**src/rtl/rcr_pkg.sv**
```systemverilog
package rcr_pkg;
  localparam int TRIG_BIT = 2;
  localparam int FULL_BIT = 3;
  localparam int SYS_BIT  = 1;
  localparam logic [7:0] KEEP_MASK = 8'((1 << FULL_BIT) | (1 << SYS_BIT));

  function automatic logic f_is_trigger(input logic [7:0] b);
    return b[TRIG_BIT];
  endfunction

  function automatic logic [7:0] f_retained(input logic [7:0] b);
    return b & KEEP_MASK;
  endfunction
endpackage

```
**src/rtl/rcr_wr_decode.sv**
```systemverilog
module rcr_wr_decode
  import rcr_pkg::*;
(
  input  logic       wr_en,
  input  logic [7:0] wbyte,
  output logic       trig_evt,
  output logic       keep_evt,
  output logic [7:0] keep_val
);
  always_comb begin
    trig_evt = wr_en && f_is_trigger(wbyte);
    keep_evt = wr_en && !f_is_trigger(wbyte);
    keep_val = f_retained(wbyte);
  end
endmodule

```
**src/rtl/rcr_mode_store.sv**
```systemverilog
module rcr_mode_store
  import rcr_pkg::*;
(
  input  logic       clk,
  input  logic       rst_n,
  input  logic       keep_evt,
  input  logic [7:0] keep_val,
  output logic [7:0] mode_q
);
  always_ff @(posedge clk) begin
    if (!rst_n)        mode_q <= 8'h00;
    else if (keep_evt) mode_q <= keep_val;
  end

  AST_ONLY_KEPT_BITS: assert property (@(posedge clk) disable iff (!rst_n)
    (mode_q & ~KEEP_MASK) == 8'h00);
endmodule

```
**src/rtl/rcr_req_pulse.sv**
```systemverilog
module rcr_req_pulse (
  input  logic clk,
  input  logic rst_n,
  input  logic trig_evt,
  output logic req_q
);
  always_ff @(posedge clk) begin
    if (!rst_n) req_q <= 1'b0;
    else        req_q <= trig_evt;
  end
endmodule

```
**src/rtl/rcr_read_mux.sv**
```systemverilog
module rcr_read_mux #(
  parameter int BUS_W = 32
) (
  input  logic [7:0]       mode_q,
  output logic [BUS_W-1:0] rdata
);
  generate
    if (BUS_W > 8) begin : g_wide
      assign rdata = {{(BUS_W-8){1'b0}}, mode_q};
    end else begin : g_byte
      assign rdata = mode_q;
    end
  endgenerate
endmodule

```
**src/rtl/rst_ctl_reg.sv**
```systemverilog
module rst_ctl_reg
  import rcr_pkg::*;
#(
  parameter int BUS_W = 32
) (
  input  logic             clk,
  input  logic             rst_n,
  input  logic             wr_en,
  input  logic [BUS_W-1:0] wdata,
  output logic [BUS_W-1:0] rdata,
  output logic             reset_req,
  output logic             full_rst,
  output logic             sys_rst
);
  logic       trig_evt;
  logic       keep_evt;
  logic [7:0] keep_val;
  logic [7:0] mode_q;
  logic       hi_bits_set;

  generate
    if (BUS_W > 8) begin : g_hi
      assign hi_bits_set = |wdata[BUS_W-1:8];
    end else begin : g_nohi
      assign hi_bits_set = 1'b0;
    end
  endgenerate

  rcr_wr_decode u_dec (
    .wr_en    (wr_en),
    .wbyte    (wdata[7:0]),
    .trig_evt (trig_evt),
    .keep_evt (keep_evt),
    .keep_val (keep_val)
  );

  rcr_mode_store u_store (
    .clk      (clk),
    .rst_n    (rst_n),
    .keep_evt (keep_evt),
    .keep_val (keep_val),
    .mode_q   (mode_q)
  );

  rcr_req_pulse u_pulse (
    .clk      (clk),
    .rst_n    (rst_n),
    .trig_evt (trig_evt),
    .req_q    (reset_req)
  );

  rcr_read_mux #(.BUS_W(BUS_W)) u_rd (
    .mode_q (mode_q),
    .rdata  (rdata)
  );

  assign full_rst = mode_q[FULL_BIT];
  assign sys_rst  = mode_q[SYS_BIT];

  AST_TRIGGER_RAISES_REQ: assert property (@(posedge clk) disable iff (!rst_n)
    (wr_en && wdata[TRIG_BIT]) |=> reset_req);
  AST_TRIGGER_KEEPS_VALUE: assert property (@(posedge clk) disable iff (!rst_n)
    (wr_en && wdata[TRIG_BIT]) |=> $stable(rdata));
  AST_STORE_MASKED: assert property (@(posedge clk) disable iff (!rst_n)
    (wr_en && !wdata[TRIG_BIT]) |=> (rdata[7:0] == ($past(wdata[7:0]) & 8'h0A)));
  AST_IDLE_HOLDS: assert property (@(posedge clk) disable iff (!rst_n)
    !wr_en |=> $stable(rdata));
  AST_REQ_NEEDS_TRIGGER: assert property (@(posedge clk) disable iff (!rst_n)
    reset_req |-> $past(wr_en && wdata[TRIG_BIT]));
  AST_UPPER_NO_TRIGGER: assert property (@(posedge clk) disable iff (!rst_n)
    (wr_en && hi_bits_set && !wdata[TRIG_BIT]) |=> !reset_req);
endmodule

```
**config.mk**
```make
export PLATFORM = sky130hd
export DESIGN_NAME = rst_ctl_reg
export DESIGN_NICKNAME = d
export VERILOG_FILES = /design/src/rtl/rcr_pkg.sv /design/src/rtl/rcr_wr_decode.sv /design/src/rtl/rcr_mode_store.sv /design/src/rtl/rcr_req_pulse.sv /design/src/rtl/rcr_read_mux.sv /design/src/rtl/rst_ctl_reg.sv
export SDC_FILE = /design/constraint.sdc
export NUM_CORES = 1
export LEC_CHECK = 0
export CAP_MARGIN = 20
export CELL_PAD_IN_SITES_DETAIL_PLACEMENT = 0
export CELL_PAD_IN_SITES_GLOBAL_PLACEMENT = 2
export CORE_MARGIN = 2
export CORE_UTILIZATION = 10
export DETAILED_ROUTE_END_ITERATION = 8
export GPL_TIMING_DRIVEN = 0
export PLACE_DENSITY_LB_ADDON = 0.05
export SYNTH_ARGS = -nofsm -noshare
export SYNTH_HDL_FRONTEND = slang
export SYNTH_SLANG_ARGS = --single-unit
```
**constraint.sdc**
```tcl
create_clock -name clk -period 0.8 [get_ports clk]
set_input_delay 0.16 -clock clk [delete_from_list [all_inputs] [get_ports clk]]
set_output_delay 0.16 -clock clk [all_outputs]
set_load 0.1 [all_outputs]
```
; ---- Word level (Yosys, flattened, before mapping)
; Cells that the tools add are included.
[classes]
reduce_logical = 3
[op_table]
columns = cell, n
row1 = 1-bit logical AND, 2
row2 = 1-bit logical NOT, 1
[totals]
reg_bits = 3
input_bits = 35
out_inout_bits = 35
elab_cells = 5

; ---- Depth between registers and ports, before layout
; Gate-level depths: netlist of run 1.
[depth]
depth_word = 2
ltp_mapped = 2
ltp_nobuf = 2

; ---- By module
; A second synthesis of run 1 with hierarchy kept.
[unflattened]
cells_unflattened = 71
hier_area_um2 = 651.9
[modules_own_cells]
columns = module, n_inst, cells_each, area_per_inst_um2, seq_area_each_um2
row1 = rcr_mode_store, 1, 25, 301.5, 160.2
row2 = rcr_read_mux, 1, 33, 244.0, 0.0
row3 = rcr_wr_decode, 1, 11, 80.1, 0.0
row4 = rcr_req_pulse, 1, 2, 26.3, 20.0

; ---- Least setup slack after synthesis of run 1
; Ideal clock, no wire load.
[synth_timing]
kind = register to output
start = register u_store.mode_q[1]
end = output rdata[1]
arrival_ns = 1.373
required_ns = 0.640
path_slack_ns = -0.733
path_stages_with_launch = 2
n_path_buf = 1
path_cell_list = dfxtp_1 buf_4
[synth_lines]
columns = element, line_no
row1 = "start, declared", rcr_mode_store.sv:8  ; output logic [7:0] mode_q
row2 = "start signal, assigned", rcr_mode_store.sv:12  ; else if (keep_evt) mode_q <= keep_val;
row3 = "end, declared", rst_ctl_reg.sv:10  ; output logic [BUS_W-1:0] rdata,
; No word-level cell between the ends.

; ---- Worst setup path after layout of run 1
[layout_timing]
start = register u_store.mode_q[3]
end = output rdata[3]
; No word-level cell between the ends.

==> results of run 1 <==
==> synth_stat cells (all sizes together) <==
master,n
and3,1
buf,32
conb,1
dfxtp,3
mux2i,2
nand2,4
nor2b,1
==> final cells by class <==
type | count | area [µm²]
fillers | 388 | 2680
plain buffers | 32 | 256
multi-input cells | 38 | 169
repair buffers | 10 | 136
flip-flops and latches | 3 | 68.8
well taps | 46 | 57.6
clock buffers | 4 | 26.3
==> worst max-delay path: stages (launching register included) <==
cell and delay (ps):
dfxtp_4 350, buf_12 120, buf_12 150
==> path summary, 6_finish.rpt <==
| check | startpoint | endpoint | depth (start not counted) |
|---|---|---|---|
| max | u_store.mode_q[3] | rdata[3] | 2 |
| min reg2reg | u_store.mode_q[1] | u_store.mode_q[1] | 2 |
| min | rst_n | u_store.mode_q[1] | 3 |
| max reg2reg | u_store.mode_q[3] | u_store.mode_q[3] | 2 |
==> kinds of logic (layout without fill, tap and decap cells) <==
group	after synthesis	in the layout	synth area share (%)
buffers and inverters	32	46	66.7
AND/OR/NAND/NOR	6	6	10.1
flip-flops	3	3	16.7
multiplexers	2	2	5.56
other	1	30	1.04
==> through the flow <==
step	total power, mW	utilization [%]	setup slack (ps)
after floorplan	1.00	-	-227
final	1.35	21.1	-211
after detailed placement	1.06	19.1	-910
after global placement	1.06	19.1	-915
after global routing	1.40	21.1	-236
after CTS	1.36	20.9	-225
==> placed cells by master, fill, tap and decap left out <==
master	count
mux2i_1	2
nand2_1	4
dfxtp_4	2
clkbuf_1	1
buf_12	4
dlygate4sd2_1	1
clkbuf_4	3
conb_1	30
buf_4	30
dlymetal6s2s_1	2
buf_6	3
and3_2	1
dfxtp_2	1
nor2b_4	1
clkdlybuf4s50_1	2
==> power breakdown <==
group          switching, mW  internal (mW)  total [mW]
clock                 0.0779          0.187       0.265
sequential           0.00818          0.155       0.163
combinational          0.739          0.178       0.918
total                  0.825          0.520        1.35
==> routing by layer <==
layer  GRT usage, %  up-vias  part of all wire, %
met4           3.26        0                    0
met5              0        -                    0
met3           2.46        0                   23
li1               -      157                    -
met2           4.56       24                   43
met1           2.65      106                   33
==> repair_timing <==
action,in CTS,in global routing
setup endpoints to repair,6,7
resized for setup,43,2
setup buffers,0,0
hold buffers,0,0
==> state kept, by name, indices dropped and copies added, names as in the netlist <==
signal          flops
u_store.mode_q      2
u_pulse.req_q       1
==> run_results.csv, run 1 <==
group,metric,value,unit
run_status,status,"finished, violations left",
run_status,violations,"setup timing",
logic_synthesis,syn_inst,44,
clock_tree,cts_inserted_buffers,3,
layout,stdcell_area,714,µm²
detailed_routing,drt-initial-drc-count,10,
power,powerDensity,1880,nW/µm²
layout,nNetsFinal,123,
logic_synthesis,synth_cell_type_count,7,
die,die_width,64.0,µm
detailed_routing,drt-vias-per-instance,2.16,
global_route,grt_pass1_vias,250,
timing,layout_setup_ws,-211,ps
critical_path,crit_path_max_fanout,3,
place,placed_cells,129,
clock_tree,clock_path_buffers,2,
logic_synthesis,synth_top_cell_area_share,66.7,%
place,dpl.hpwl,556,µm
global_route,gr-total-overflow,0,
power,ir_drop,0.370,mV
detailed_routing,drt_wl_total,611,µm
logic_synthesis,netlist_area,360,µm²
place,dpl_cell_area,648,µm²
critical_path,startpoint_type,"register",
critical_path,path_class,"register to primary output",
layout,layout.cells.non_filler,133,
power,p_leak,0.420,nW
place,routabilityCongestion,0.581,
detailed_routing,first_pass_iters,4,
clock_tree,clock_sinks,3,
global_route,antenna_found_initial,0,
logic_synthesis,avgSynthCellArea,8.19,µm²
clock_tree,htree_levels,1,
clock_tree,tritoncts,"built",
global_route,track_usage,3.16,%
logic_synthesis,yosys_register_bits,3,
timing,finalCritPeriodShare,126,%
detailed_routing,vias,287,
layout,drive_gt1_share,51.7,%
clock_tree,cts_root_buffer,"clkbuf_4",
die,die_h,64.0,µm
layout,area_growth,98.3,%
die,start_util,10.6,%
timing,slew_viol_final,0,
timing,finalHoldViolations,0,
logic_synthesis,synthTopCellsByArea,"buf_4 (67%), dfxtp_1 (17%), mux2i_1 (5.6%)",
timing,finalSetupViolCount,5,
die,floorplan.rows,21,
die,core_area,3390,µm²
layout,diodes,0,
run,max_cap_viol_count,0,
detailed_routing,antenna_left,0,
critical_path,crit_path_end_kind,"primary output",
place,portBuffers,10,
timing,rsz0062_at_grt,"yes",
critical_path,crit_required,640,ps
global_route,grt_max_degree,6,
die,die_area,4100,µm²
clock_tree,clkTransAtPathRegs,40,ps
logic_synthesis,synth_warnings,0,
detailed_routing,wl_per_cell,4.59,µm
timing,min_period,1010,ps
detailed_routing,drc,0,
timing,holdWs,272,ps
timing,finalSetupTns,-852,ps
critical_path,r2r_setup_slack,200,ps
logic_synthesis,synth.yosys.seq_area_share,16.7,%
critical_path,critPathArrivalTime,850,ps
clock_tree,insertion_delay,230,ps
global_route,grt_pass1_wl,966,µm
hold_path,hp-class,"input port to register",
die,io-pin-count,70,
timing,fmax,989,MHz
logic_synthesis,synth_top_cell_by_area,"buf_4",
timing,clock_skew,0,ps
No activity file was read; power rests on OpenSTA's default activity.
==> run 2, diff against run 1 <==
- PLACE_DENSITY: unset -> 0.95
- PLACE_DENSITY_LB_ADDON: 0.05 -> unset
==> run_results.csv, run 2 (same netlist as run 1, synthesis figures left out) <==
group,metric,value,unit
run_status,status,"finished, violations left",
run_status,violations,"setup timing",
detailed_routing,vias,290,
clock_tree,insertion_delay,230,ps
power,switching_share,61.1,%
global_route,grt_max_degree,6,
clock_tree,cts_root_buffer,"clkbuf_4",
global_route,gr-total-overflow,0,
power,ir_drop,0.315,mV
detailed_routing,drt_wl_total,631,µm
clock_tree,clock_path_buffers,2,
critical_path,crit_path_max_fanout,3,
global_route,track_usage,3.02,%
die,io-pin-count,70,
clock_tree,cts_resized,41,
timing,finalHoldViolations,0,
detailed_routing,drt-initial-drc-count,2,
layout,diodes,0,
layout,area_growth,101,%
critical_path,path_class,"register to primary output",
clock_tree,tritoncts,"built",
layout,stdcell_area,723,µm²
timing,holdWs,263,ps
place,portBuffers,10,
power,p_leak,0.422,nW
power,power_frac_seq,12.2,%
place,dpl_cell_area,648,µm²
die,core_area,3390,µm²
die,die_area,4100,µm²
layout,largest_register,"u_store.mode_q",
layout,final_cell_mix,"buf_4 (30), conb_1 (30), buf_12 (5)",
die,die_width,64.0,µm
place,dpl.hpwl,518,µm
detailed_routing,antenna_left,0,
die,start_util,10.6,%
layout,multi_input_area,169,µm²
timing,min_period,1020,ps
global_route,grt_pass1_wl,897,µm
timing,rsz0062_at_grt,"yes",
layout,fillerInstances,371,
timing,finalCritPeriodShare,128,%
power,p_comb_share,68.4,%
power,p_int,525,µW
detailed_routing,drt-vias-per-instance,2.18,
critical_path,critPathArrivalTime,860,ps
timing,slew_viol_final,0,
clock_tree,clock_sinks,3,
layout,postLayoutCoreUtil,21.3,%
power,power,1.35,mW
place,placed_cells,129,
layout,nNetsFinal,123,
layout,layout.cells.non_filler,133,
critical_path,startpoint_type,"register",
clock_tree,htree_levels,1,
detailed_routing,drc,0,
place,dp_slack,-910,ps
layout,largest_reg_flops,2,
clock_tree,clkTransAtPathRegs,40,ps
timing,clock_skew,0,ps
layout,largestRegisters,"u_store.mode_q (2), u_pulse.req_q (1)",
run,max_cap_viol_count,0,
critical_path,crit_path_end_kind,"primary output",
timing,finalSetupViolCount,5,
clock_tree,postCtsHoldBufs,0,
layout,regArea,68.8,µm²
timing,layout_setup_ws,-222,ps
clock_tree,cts_setup_buffers,0,
clock_tree,cts_inserted_buffers,3,
power,pwr-share-clk,19.4,%
power,switchingPower,825,µW
global_route,antenna_found_initial,0,
detailed_routing,wl_per_cell,4.74,µm
timing,fmax,978,MHz
layout,drive_gt1_share,51.7,%
die,floorplan.rows,21,
hold_path,hp-class,"input port to register",
critical_path,crit_required,640,ps
detailed_routing,first_pass_iters,2,
timing,finalSetupTns,-830,ps
die,die_h,64.0,µm
global_route,grt_pass1_vias,225,
power,powerDensity,1870,nW/µm²
place,routabilityCongestion,0.597,
==> run 2: final cells by class <==
class,count,share of cell area [%]
Sequential cell,3,9.52
Clock buffer,4,3.63
Tap cell,46,7.96
Timing Repair Buffer,10,20.1
Multi-Input combinational cell,38,23.4
Buffer,32,35.5
==> run 2: worst max-delay path, cell delays in order, from the launching register on <==
cell and delay [ps]:
dfxtp_4 350, buf_12 120, buf_12 150
==> run 2: power by group through the flow <==
stage	combinational (mW)	clock (mW)	sequential (mW)
after floorplan	0.789	0	0.215
after global routing	0.945	0.287	0.166
after CTS	0.911	0.274	0.163
final	0.923	0.262	0.165
after detailed placement	0.893	0	0.163
after global placement	0.892	0	0.163
==> run 2: final timing paths <==
check	endpoint	depth (start not counted)	slack, ps	from
setup / recovery	rdata[3]	2	-220	u_store.mode_q[3]
hold reg to reg	u_store.mode_q[1]	2	500	u_store.mode_q[1]
setup reg to reg	u_store.mode_q[3]	2	190	u_store.mode_q[3]
hold / removal	u_store.mode_q[1]	3	260	rst_n
==> run 2: metal layers <==
metal  vias up  global-route usage (%)  wire, µm
li1        160                       -         -
met1       107                    2.13       141
met2        21                    5.34       375
met3         2                    1.58       103
met4         0                    3.26        11
met5         -                       0         0
